## config.mk

```make
export PLATFORM = sky130hd
export DESIGN_NAME = pkt_page_mgr
export DESIGN_NICKNAME = d
export VERILOG_FILES = /design/src/rtl/pkt_page_pkg.sv /design/src/rtl/free_page_pick.sv /design/src/rtl/page_fifo.sv /design/src/rtl/pkt_page_mgr.sv
export SDC_FILE = /design/constraint.sdc
export NUM_CORES = 1
export LEC_CHECK = 0
export BUFFER_PORTS_ARGS = -buffer_cell sky130_fd_sc_hd__buf_4
export CORE_MARGIN = 10
export CORE_UTILIZATION = 55
export DETAILED_ROUTE_END_ITERATION = 6
export GPL_ROUTABILITY_DRIVEN = 0
export MAX_ROUTING_LAYER = met4
export PLACE_DENSITY = 0.86
export SETUP_SLACK_MARGIN = 0.05
export SYNTH_ARGS = -nofsm -noshare
export SYNTH_HDL_FRONTEND = slang
export SYNTH_SLANG_ARGS = --single-unit
```

## constraint.sdc

```tcl
create_clock -name clk -period 4.2 [get_ports clk]
set_clock_uncertainty 0.1 [all_clocks]
set_input_delay 0.21 -clock clk [delete_from_list [all_inputs] [get_ports clk]]
set_output_delay 0.21 -clock clk [all_outputs]
set_load 0.03 [all_outputs]
```

## src/rtl/pkt_page_pkg.sv

```systemverilog
// Shared types for the packet page allocator.
// Assumes pools of at most 128 pages so a page number fits below 0x80.
package pkt_page_pkg;

    typedef enum logic [2:0] {
        OP_NOP      = 3'd0,
        OP_TX_ALLOC = 3'd1,
        OP_WIPE     = 3'd2,
        OP_RX_DROP  = 3'd3,
        OP_RX_FREE  = 3'd4,
        OP_FREE     = 3'd5,
        OP_TX_QUEUE = 3'd6,
        OP_TX_FLUSH = 3'd7
    } page_op_e;

    localparam logic [7:0] NO_PAGE = 8'h80;

endpackage

```

## src/rtl/free_page_pick.sv

```systemverilog
// Finds the lowest-numbered clear bit of a busy map.
// Purely combinational; assumes PAGES >= 2.
module free_page_pick #(
    parameter int PAGES = 4,
    localparam int IW = $clog2(PAGES)
) (
    input  logic [PAGES-1:0] busy,
    output logic [IW-1:0]    idx,
    output logic             found
);

    // scan from the top so the lowest free page wins
    always_comb begin
        idx   = '0;
        found = 1'b0;
        for (int i = PAGES - 1; i >= 0; i--) begin
            if (!busy[i]) begin
                idx   = IW'(i);
                found = 1'b1;
            end
        end
    end

endmodule

```

## src/rtl/page_fifo.sv

```systemverilog
// Shift-forward queue of page numbers; entry 0 is always the head.
// A push into a full queue is accepted only when a pop frees a slot in the
// same cycle; otherwise it is dropped. Clear overrides push and pop.
module page_fifo #(
    parameter int DEPTH = 4,
    parameter int W     = 2,
    localparam int CW   = $clog2(DEPTH + 1)
) (
    input  logic          clk,
    input  logic          rst_n,
    input  logic          clr,
    input  logic          push,
    input  logic          pop,
    input  logic [W-1:0]  din,
    output logic [W-1:0]  head,
    output logic [CW-1:0] count,
    output logic          empty,
    output logic          full
);

    logic [W-1:0]  slot [DEPTH];
    logic          pop_ok;
    logic          push_ok;
    logic [CW-1:0] wr_idx;

    // accept decisions and write position after an optional pop
    always_comb begin
        empty   = (count == '0);
        full    = (count == CW'(DEPTH));
        pop_ok  = pop && !empty;
        push_ok = push && (!full || pop_ok);
        wr_idx  = count - CW'(pop_ok);
        head    = slot[0];
    end

    // occupancy counter
    always_ff @(posedge clk) begin
        if (!rst_n || clr) begin
            count <= '0;
        end else begin
            count <= count - CW'(pop_ok) + CW'(push_ok);
        end
    end

    // entry storage: shift forward on pop, write at the tail on push
    always_ff @(posedge clk) begin
        for (int i = 0; i < DEPTH; i++) begin
            if (!rst_n) begin
                slot[i] <= '0;
            end else if (push_ok && CW'(i) == wr_idx) begin
                slot[i] <= din;
            end else if (pop_ok && i < DEPTH - 1) begin
                slot[i] <= slot[(i < DEPTH - 1) ? i + 1 : i];
            end
        end
    end

    p_no_overflow_r5: assert property (@(posedge clk) disable iff (!rst_n)
        (push && full && !pop && !clr) |=> (count == CW'(DEPTH)));

    p_pop_shrinks_r9: assert property (@(posedge clk) disable iff (!rst_n)
        (pop && !empty && !push && !clr) |=> (count == $past(count) - CW'(1)));

endmodule

```

## src/rtl/pkt_page_mgr.sv

```systemverilog
// Packet page allocator: busy map, send / send-done / receive queues,
// command decode and interrupt levels.
// Assumes one command, one send and one receive grant at most per cycle;
// a valid command blocks the send engine, and both block receive grants.
module pkt_page_mgr
    import pkt_page_pkg::*;
#(
    parameter int NPAGES = 4,
    localparam int PW = $clog2(NPAGES),
    localparam int CW = $clog2(NPAGES + 1)
) (
    input  logic          clk,
    input  logic          rst_n,
    input  logic          cmd_valid,
    input  logic [7:0]    cmd_byte,
    input  logic [PW-1:0] pkt_num,
    input  logic          tx_enable,
    input  logic          auto_release,
    input  logic          rx_req,
    input  logic          done_pop,
    output logic          rx_grant,
    output logic [PW-1:0] rx_page,
    output logic          send_valid,
    output logic [PW-1:0] send_page,
    output logic [7:0]    alloc_result,
    output logic [7:0]    done_head,
    output logic [7:0]    rx_head,
    output logic [CW-1:0] used_pages,
    output logic [CW-1:0] total_pages,
    output logic          irq_alloc,
    output logic          irq_rcv,
    output logic          irq_tx_empty,
    output logic          irq_tx
);

    logic [NPAGES-1:0] busy;
    logic [NPAGES-1:0] busy_mid;
    logic [NPAGES-1:0] busy_nxt;
    page_op_e          op;
    logic              do_alloc, do_wipe, do_rx_drop, do_rx_free;
    logic              do_free, do_queue, do_flush;
    logic              send_fire, rx_ok, rel_en, pending, tx_take;
    logic [PW-1:0]     rel_page, pick_idx;
    logic              pick_ok;
    logic [PW-1:0]     txq_head, dnq_head, rxq_head;
    logic [CW-1:0]     txq_cnt, dnq_cnt, rxq_cnt;
    logic              txq_empty, dnq_empty, rxq_empty;
    logic              txq_full, dnq_full, rxq_full;

    // command decode from the top three bits of the byte
    always_comb begin
        op         = page_op_e'(cmd_byte[7:5]);
        do_alloc   = cmd_valid && (op == OP_TX_ALLOC);
        do_wipe    = cmd_valid && (op == OP_WIPE);
        do_rx_drop = cmd_valid && (op == OP_RX_DROP);
        do_rx_free = cmd_valid && (op == OP_RX_FREE);
        do_free    = cmd_valid && (op == OP_FREE);
        do_queue   = cmd_valid && (op == OP_TX_QUEUE);
        do_flush   = cmd_valid && (op == OP_TX_FLUSH);
    end

    // arbitration between commands, the send engine and receive requests
    always_comb begin
        send_fire = tx_enable && !txq_empty && !cmd_valid;
        rx_ok     = rx_req && !cmd_valid && !send_fire && !(&busy);
        rel_en    = do_free || (do_rx_free && !rxq_empty) || (send_fire && auto_release);
        if (do_free) begin
            rel_page = pkt_num;
        end else if (do_rx_free) begin
            rel_page = rxq_head;
        end else begin
            rel_page = txq_head;
        end
    end

    // busy map after a release, before any new allocation
    always_comb begin
        busy_mid = busy;
        if (rel_en) begin
            busy_mid[rel_page] = 1'b0;
        end
    end

    free_page_pick #(.PAGES(NPAGES)) u_pick (
        .busy  (busy_mid),
        .idx   (pick_idx),
        .found (pick_ok)
    );

    // transmit allocation now or retried by a release while pending
    always_comb begin
        pending  = (alloc_result == NO_PAGE);
        tx_take  = pick_ok && (do_alloc || (rel_en && pending));
        busy_nxt = busy_mid;
        if (tx_take || rx_ok) begin
            busy_nxt[pick_idx] = 1'b1;
        end
        if (do_wipe) begin
            busy_nxt = '0;
        end
    end

    // busy map register
    always_ff @(posedge clk) begin
        if (!rst_n) begin
            busy <= '0;
        end else begin
            busy <= busy_nxt;
        end
    end

    // allocation result and its interrupt level
    always_ff @(posedge clk) begin
        if (!rst_n) begin
            alloc_result <= 8'h00;
            irq_alloc    <= 1'b0;
        end else if (do_wipe) begin
            alloc_result <= 8'h00;
        end else if (tx_take) begin
            alloc_result <= {{(8 - PW){1'b0}}, pick_idx};
            irq_alloc    <= 1'b1;
        end else if (do_alloc) begin
            alloc_result <= NO_PAGE;
            irq_alloc    <= 1'b0;
        end
    end

    page_fifo #(.DEPTH(NPAGES), .W(PW)) u_txq (
        .clk   (clk),
        .rst_n (rst_n),
        .clr   (do_wipe || do_flush),
        .push  (do_queue),
        .pop   (send_fire),
        .din   (pkt_num),
        .head  (txq_head),
        .count (txq_cnt),
        .empty (txq_empty),
        .full  (txq_full)
    );

    page_fifo #(.DEPTH(NPAGES), .W(PW)) u_dnq (
        .clk   (clk),
        .rst_n (rst_n),
        .clr   (do_wipe || do_flush),
        .push  (send_fire && !auto_release),
        .pop   (done_pop),
        .din   (txq_head),
        .head  (dnq_head),
        .count (dnq_cnt),
        .empty (dnq_empty),
        .full  (dnq_full)
    );

    page_fifo #(.DEPTH(NPAGES), .W(PW)) u_rxq (
        .clk   (clk),
        .rst_n (rst_n),
        .clr   (do_wipe),
        .push  (rx_ok),
        .pop   (do_rx_drop || do_rx_free),
        .din   (pick_idx),
        .head  (rxq_head),
        .count (rxq_cnt),
        .empty (rxq_empty),
        .full  (rxq_full)
    );

    // status outputs derived from registered state
    always_comb begin
        used_pages = '0;
        for (int i = 0; i < NPAGES; i++) begin
            used_pages = used_pages + CW'(busy[i]);
        end
        total_pages  = CW'(NPAGES);
        done_head    = dnq_empty ? NO_PAGE : {{(8 - PW){1'b0}}, dnq_head};
        rx_head      = rxq_empty ? NO_PAGE : {{(8 - PW){1'b0}}, rxq_head};
        irq_rcv      = !rxq_empty;
        irq_tx_empty = txq_empty;
        irq_tx       = !dnq_empty;
        rx_grant     = rx_ok;
        rx_page      = pick_idx;
        send_valid   = send_fire;
        send_page    = txq_head;
    end

    p_alloc_full_r3: assert property (@(posedge clk) disable iff (!rst_n)
        (do_alloc && (&busy)) |=> (alloc_result == NO_PAGE && !irq_alloc));

    p_grant_marks_r8: assert property (@(posedge clk) disable iff (!rst_n)
        rx_grant |=> busy[$past(rx_page)]);

    p_flush_queues_r12: assert property (@(posedge clk) disable iff (!rst_n)
        do_flush |=> (irq_tx_empty && !irq_tx));

    p_auto_free_r6: assert property (@(posedge clk) disable iff (!rst_n)
        (send_valid && auto_release && alloc_result != NO_PAGE) |=> !busy[$past(send_page)]);

    p_wipe_r11: assert property (@(posedge clk) disable iff (!rst_n)
        do_wipe |=> (used_pages == '0 && rx_head == NO_PAGE && alloc_result == 8'h00));

endmodule

```

# Yosys cells after proc, flatten, opt, wreduce, memory -nomap -nowiden

Memory sizes are Yosys's and may differ from the RTL's.
Cells that the tools add are included.

Bitwise logic cells: 26
Eq/ne operators: 20
Mux-type cells: 110
Order comparisons: 4
Reduce and logical (&&, ||, !) cells: 70
$add $sub $neg: 9

Operators by type and width:

| operator                                            | number |
|---|---|
| 2-to-1 mux 1 bit                                    | 75 |
| 2-to-1 mux 2 bit                                    | 29 |
| logical AND 1 bit                                   | 37 |
| equality test 3 bit, second input constant          | 8 |
| bitwise OR 1 bit                                    | 21 |
| equality test 2 x 3 -> 1 bit, first input constant  | 6 |
| zero test 3 bit                                     | 6 |
| 2-to-1 mux 8 bit                                    | 2 |
| adder 3 x 1 -> 3 bit                                | 4 |
| zero test 1 bit                                     | 11 |
| logical OR 1 bit                                    | 11 |
| equality test 1 x 3 -> 1 bit, first input constant  | 3 |
| subtractor 3 x 1 -> 3 bit                           | 3 |
| 2-to-1 mux 4 bit                                    | 2 |
| equality test 3 x 2 -> 1 bit, second input constant | 2 |
| < comparator 2 x 3 -> 1 bit, second input constant  | 2 |
| bitwise AND 4 bit                                   | 1 |
| demux 1 bit (select 2 bit)                          | 2 |
| >= comparator 2 x 1 -> 1 bit, second input constant | 2 |
| NOT 4 bit                                           | 1 |
| bitwise OR 4 bit                                    | 1 |
| AND reduction 4 bit                                 | 1 |
| adder 2 x 1 -> 3 bit                                | 1 |
| equality test 3 x 1 -> 1 bit, second input constant | 1 |
| other kinds (6)                                     | 7 |

Output and inout port bits: 40
Word-level logic and storage cells: 249
Input port bits: 17
Flip-flop bits (word level): 17
Memories kept: 3
Memory bits (writable): 24

Memory list:

| name       | words | width | read ports | clocked after memory_dff | wr ports | line            | RTL |
|---|---|---|---|---|---|---|---|
| u_dnq.slot | 4     | 2     | 4          | 0                        | 4        | page_fifo.sv:21 | `logic [W-1:0] slot [DEPTH];` |
| u_rxq.slot | 4     | 2     | 4          | 0                        | 4        | page_fifo.sv:21 |  |
| u_txq.slot | 4     | 2     | 4          | 0                        | 4        | page_fifo.sv:21 |  |

# Logic depth before layout (Yosys ltp)

Depth after elaboration: 21
Depth in mapped cells: 10
Gate-level depth less buffers: 10

# Modules after synthesis

A second synthesis with hierarchy kept.

Cell total of the unflattened synthesis: 291
Area, all modules: 2859.0 sq um

Modules (own cells, without submodules):

| module         | area an instance (sq um) | times used | cells an instance | seq. area each (sq um) |
|---|---|---|---|---|
| page_fifo      | 653.1                    | 3          | 60                | 300.3 |
| pkt_page_mgr   | 870.8                    | 1          | 106               | 160.2 |
| free_page_pick | 28.8                     | 1          | 5                 | 0.0 |

# Worst setup path after synthesis

OpenSTA, ideal clock, no wires.

Path type: register -> register
Start: reg u_txq.count[0]
End: mem u_txq.slot[3][0], enable pin
Path buffers: 0
Stages on the path, launching flop included: 11
Path slack: 1361 ps
Arrival: 2412 ps
Cells stage by stage: dfxtp_1 or3_4 inv_1 nor2_1 ha_1 ha_1 or2_2 a21oi_1 nor2b_1 inv_1 o21ai_0

RTL lines:

| element                  | line            | RTL |
|---|---|---|
| start: declaration       | page_fifo.sv:16 | `output logic [CW-1:0] count,` |
| start signal: assignment | page_fifo.sv:41 | `count <= count - CW'(pop_ok) + CW'(push_ok);` |
| end: declaration         | page_fifo.sv:21 |  |

==> results.md <==
Run status:
- The flow ran to the end, and the final reports show no timing, DRC or antenna violations.

Power:
- VDD sags by at most 0.3270 mV.
- In this run the power density over the cells is 426.4 mW/mm².
- The leakage power is 0.001348 µW.

Global routing:
- The global-route track usage on met3 is 3.325%.
- The met2 usage in global routing is 24.46%.
- The via count of the first global-routing pass is 2,265.
- The pin count of the biggest net entering global routing is 30.
- The first-pass GRT wire length is 10.35 mm.
- The initial antenna violation count is 0.
- The most utilized layer in the global route result is met2.
- The global-route total usage across every layer is 15.03%.
- Global routing used 18.43% of the available met1 tracks.
- Summed over all layers, the global routing overflow is 0.

Clock network:
- The number of hold buffers added after CTS is 0.
- The clock buffer count from CTS is 5.
- The clock tree from TritonCTS is done.
- The count of buffers added by post-CTS timing repair for setup is 0.
- Counting along the longest clock path gives a buffer depth of 2.
- Clock latency on the worst-skew pair, taken at its later pin, is 0.29 ns.
- The number of gates resized after CTS was 0.
- After clock tree synthesis, the clock-pin slew on the worst setup and hold paths is 0.08 ns.
- CTS placed an instance of sky130_fd_sc_hd__clkbuf_8 at the clock tree root.
- The clock tree synthesis step divided the H-tree into 2 levels.
- For this design, the sink count on the clock tree is 41.

Floorplan:
- Measured along the y axis, the die boundary spans 90.65 µm.
- The number of placement rows is 25.
- The I/O pin total is 57.
- The area of the placeable core is 0.004786 mm².
- The horizontal extent of the die is 90.65 µm.
- The initial standard-cell utilization of the core is 57.36%.
- The area enclosed by the die boundary is 0.008217 mm².

STA:
- The number of endpoints with negative hold slack in the final report came to 0.
- Setup repair after global routing left no endpoint under its margin.
- The total negative setup slack is 0 ns.
- The measured slew at the worst slew-check pin is 0.8435 ns.
- The headroom to the max-slew limit is 43.29%.
- The final cycle utilization of the critical path is 72.46%.
- Timing would allow up to 328.6 MHz.
- The final number of max-transition violations is 0.
- The final critical delay including setup and external delays is 3.043 ns.
- Setup violations remaining at the end of the flow were counted as 0.

Setup path:
- The critical path endpoint category is a flop.
- The critical path class is flop to flop.
- The element type at the critical path start is a flop.
- Data on the critical path is required at its endpoint by 4.07 ns.
- The arrival time of data at the critical path endpoint is 2.92 ns.
- Walking the worst path, the cells encountered are nor3_1, a211oi_1, ha_1, ha_1, xnor2_1, nand2_1, a311oi_1, inv_1, o21ai_0.
- The cell with the largest stage delay on the worst path is sky130_fd_sc_hd__nor3_1.
- The largest fanout of any net on the critical path is 6.
- By instance count, the cell type seen most on the critical path is sky130_fd_sc_hd__ha_1.
- The largest stage delay on the critical path is 0.52 ns.
- The worst register-to-register path has a depth of 9.

Place:
- The post-DP HPWL is 4.781 mm.
- In this run the tool buffered the top-level ports with 33 buffer cells.
- The standard cell area after detailed placement is 0.002953 mm².

Synthesis:
- The number of flops mapped to enable cells by yosys is 24.
- A synthesized cell averages 8.971 µm².
- The post-synthesis instance total is 306.
- Counting distinct cell types in the post-synthesis netlist gives 61.
- The summed instance area of the synthesized netlist is 0.002745 mm².
- The number of warnings printed during yosys synthesis is 0.
- Counting flops with an async set or reset pin after synthesis yields a share of 0%.
- Among all flip-flop cells after synthesis, the most frequent one is sky130_fd_sc_hd__edfxtp_1.
- The share of synthesized area occupied by flip-flops and latches is 38.65%.
- After synthesis the netlist holds a flip-flop and latch count of 41.

Drt:
- After detailed routing, the number of vias per cell comes to 5.590.
- The routed layout has 2,247 vias.
- In this run, the number of DRC markers left after iteration 0 of detailed routing was 147.
- The count of antenna-violating nets left after detailed routing is 0.
- The overall routed net length is 5.990 mm.
- In the routed design, unresolved DRC markers number 0.
- The detailed-routing iteration count for the pre-antenna-repair pass is 4.
- The average routed wire per standard cell is 14.90 µm.

Final layout:
- The area growth from synthesis to layout is 10.53%.
- The proportion of layout cells with a drive suffix above 1 is 15.52%.
- The sequential cell area is 0.001061 mm².
- The number of filler instances in the final layout is 416.
- The final standard cell area without fillers is 0.003034 mm².
- The area used by multi-input combinational logic is 0.001459 mm².
- The total number of nets in the final design is 365.
- The number of antenna diodes in the final layout is 0.

Job:
- Across the run, the number of max-cap violations was 0.

Worst hold path:
- The cell depth of the worst min-delay path is 2.
- The worst hold-check path type is input port to flop.
## critical path, delay by kind of cell, from the launching register on
family          cells  cell delay (ns)
compound gates      3             0.81
xor+xnor            1             0.28
fa+ha+maj           2             0.42
buf+inv             1             0.15
flops               1             0.37
simple gates        2             0.61
## power breakdown
| part | total, µW | leakage (µW) | internal [µW] | switching [µW] |
|---|---|---|---|---|
| logic | 538 | 0.000918 | 185 | 354 |
| clock network | 246 | 0.0000430 | 112 | 134 |
| registers | 510 | 0.000387 | 483 | 26.3 |
| total | 1290 | 0.00135 | 780 | 514 |
## through the flow
stage / worst slack, ns / hold slack (ns) / util, % / power, µW / instances
after CTS: 1.194 / 0.1564 / 63.40 / 1302 / 402
after detailed placement: 1.212 / 0.3767 / 61.70 / 1059 / 394
after global routing: 0.8118 / 0.1611 / 63.40 / 1377 / 402
final: 1.157 / 0.1569 / 63.40 / 1294 / 402
after global placement: 1.342 / 0.3512 / 61.70 / 1033 / 394
after floorplan: 1.361 / 0.3190 / - / 928.5 / 322
## metal layers
metal / wire (µm) / part of all wire [%]
met1: 2683 / 45
met2: 2927 / 49
met3: 312 / 5.2
met4: 66 / 1.1
met5: 0 / 0
## cell type report
class	instances	area share, %
flip-flops and latches	41	34.97
inverters	27	3.340
clock buffers	5	2.268
clock inverters	3	0.4124
repair buffers	33	8.165
well taps	67	2.763
multi-input cells	226	48.08
## registers in the layout, indices dropped and copies added (netlist names)
| register | count |
|---|---|
| u_dnq.slot | 8 |
| u_rxq.slot | 8 |
| u_txq.slot | 8 |
| busy | 4 |
| alloc_result | 3 |
| u_dnq.count | 3 |
| u_rxq.count | 3 |
| u_txq.count | 3 |
| irq_alloc | 1 |
## synthesized netlist by cell type (3+ instances only)
master                     count  share of area [%]
sky130_fd_sc_hd__a21oi_1       4               0.73
sky130_fd_sc_hd__o31ai_1       4                1.1
sky130_fd_sc_hd__xnor2_1       4                1.3
sky130_fd_sc_hd__inv_1        27                3.7
sky130_fd_sc_hd__nand2_1      28                3.8
sky130_fd_sc_hd__nor2_1       25                3.4
sky130_fd_sc_hd__buf_4        20                5.5
sky130_fd_sc_hd__buf_2         3               0.55
sky130_fd_sc_hd__clkbuf_1      5               0.68
sky130_fd_sc_hd__nor3_1        6                1.1
sky130_fd_sc_hd__and3b_1       3               0.96
sky130_fd_sc_hd__and2_1        9                2.1
sky130_fd_sc_hd__ha_1         13                5.9
sky130_fd_sc_hd__a21o_1        4                1.1
sky130_fd_sc_hd__o21a_1        6                1.6
sky130_fd_sc_hd__nor2b_1       8                1.8
sky130_fd_sc_hd__edfxtp_1     24                 26
sky130_fd_sc_hd__xor2_1        3               0.96
sky130_fd_sc_hd__nand3_1       7                1.3
sky130_fd_sc_hd__dfxtp_1      17                 12
sky130_fd_sc_hd__nand2b_1      5                1.1
sky130_fd_sc_hd__mux2i_1       3                1.1
sky130_fd_sc_hd__and3_1        9                2.1
sky130_fd_sc_hd__nand4_1       5                1.1
sky130_fd_sc_hd__o21ai_0      18                3.3
sky130_fd_sc_hd__mux2_2        3                1.2
## placed cells by master, fill, tap and decap left out, drive strengths merged, types with 5 or more instances in the layout
cell,netlist,layout
buf,23,33
nand2,28,28
inv,27,27
nor2,25,25
edfxtp,24,24
o21ai,20,20
conb,2,18
dfxtp,17,17
ha,13,13
and2,10,10
and3,9,9
nor2b,8,8
nand3,7,7
nor3,6,6
o21a,6,6
nand2b,5,5
nand4,5,5
clkbuf,5,5
## cell families after synthesis
logic type / Yosys count / synth area share [%]
DFF: 41 / 38.65
other: 2 / 0.2736
AOI/OAI and AO/OA: 62 / 16.41
buffers and inverters: 55 / 10.39
muxes: 6 / 2.324
and+or+nand+nor: 119 / 23.06
xor gates and xnor gates: 7 / 2.233
adders and majority gates: 14 / 6.655
## path summary, 6_finish.rpt
check | startpoint | endpoint | slack [ns]
max | u_rxq.count[2] | u_rxq.slot[1][0] | 1.16
min | pkt_num[0] | u_txq.slot[0][0] | 0.16
max reg2reg | u_rxq.count[2] | u_rxq.slot[1][0] | 1.16
min reg2reg | irq_alloc | irq_alloc | 0.39
Power figures use the tool's default switching activity.
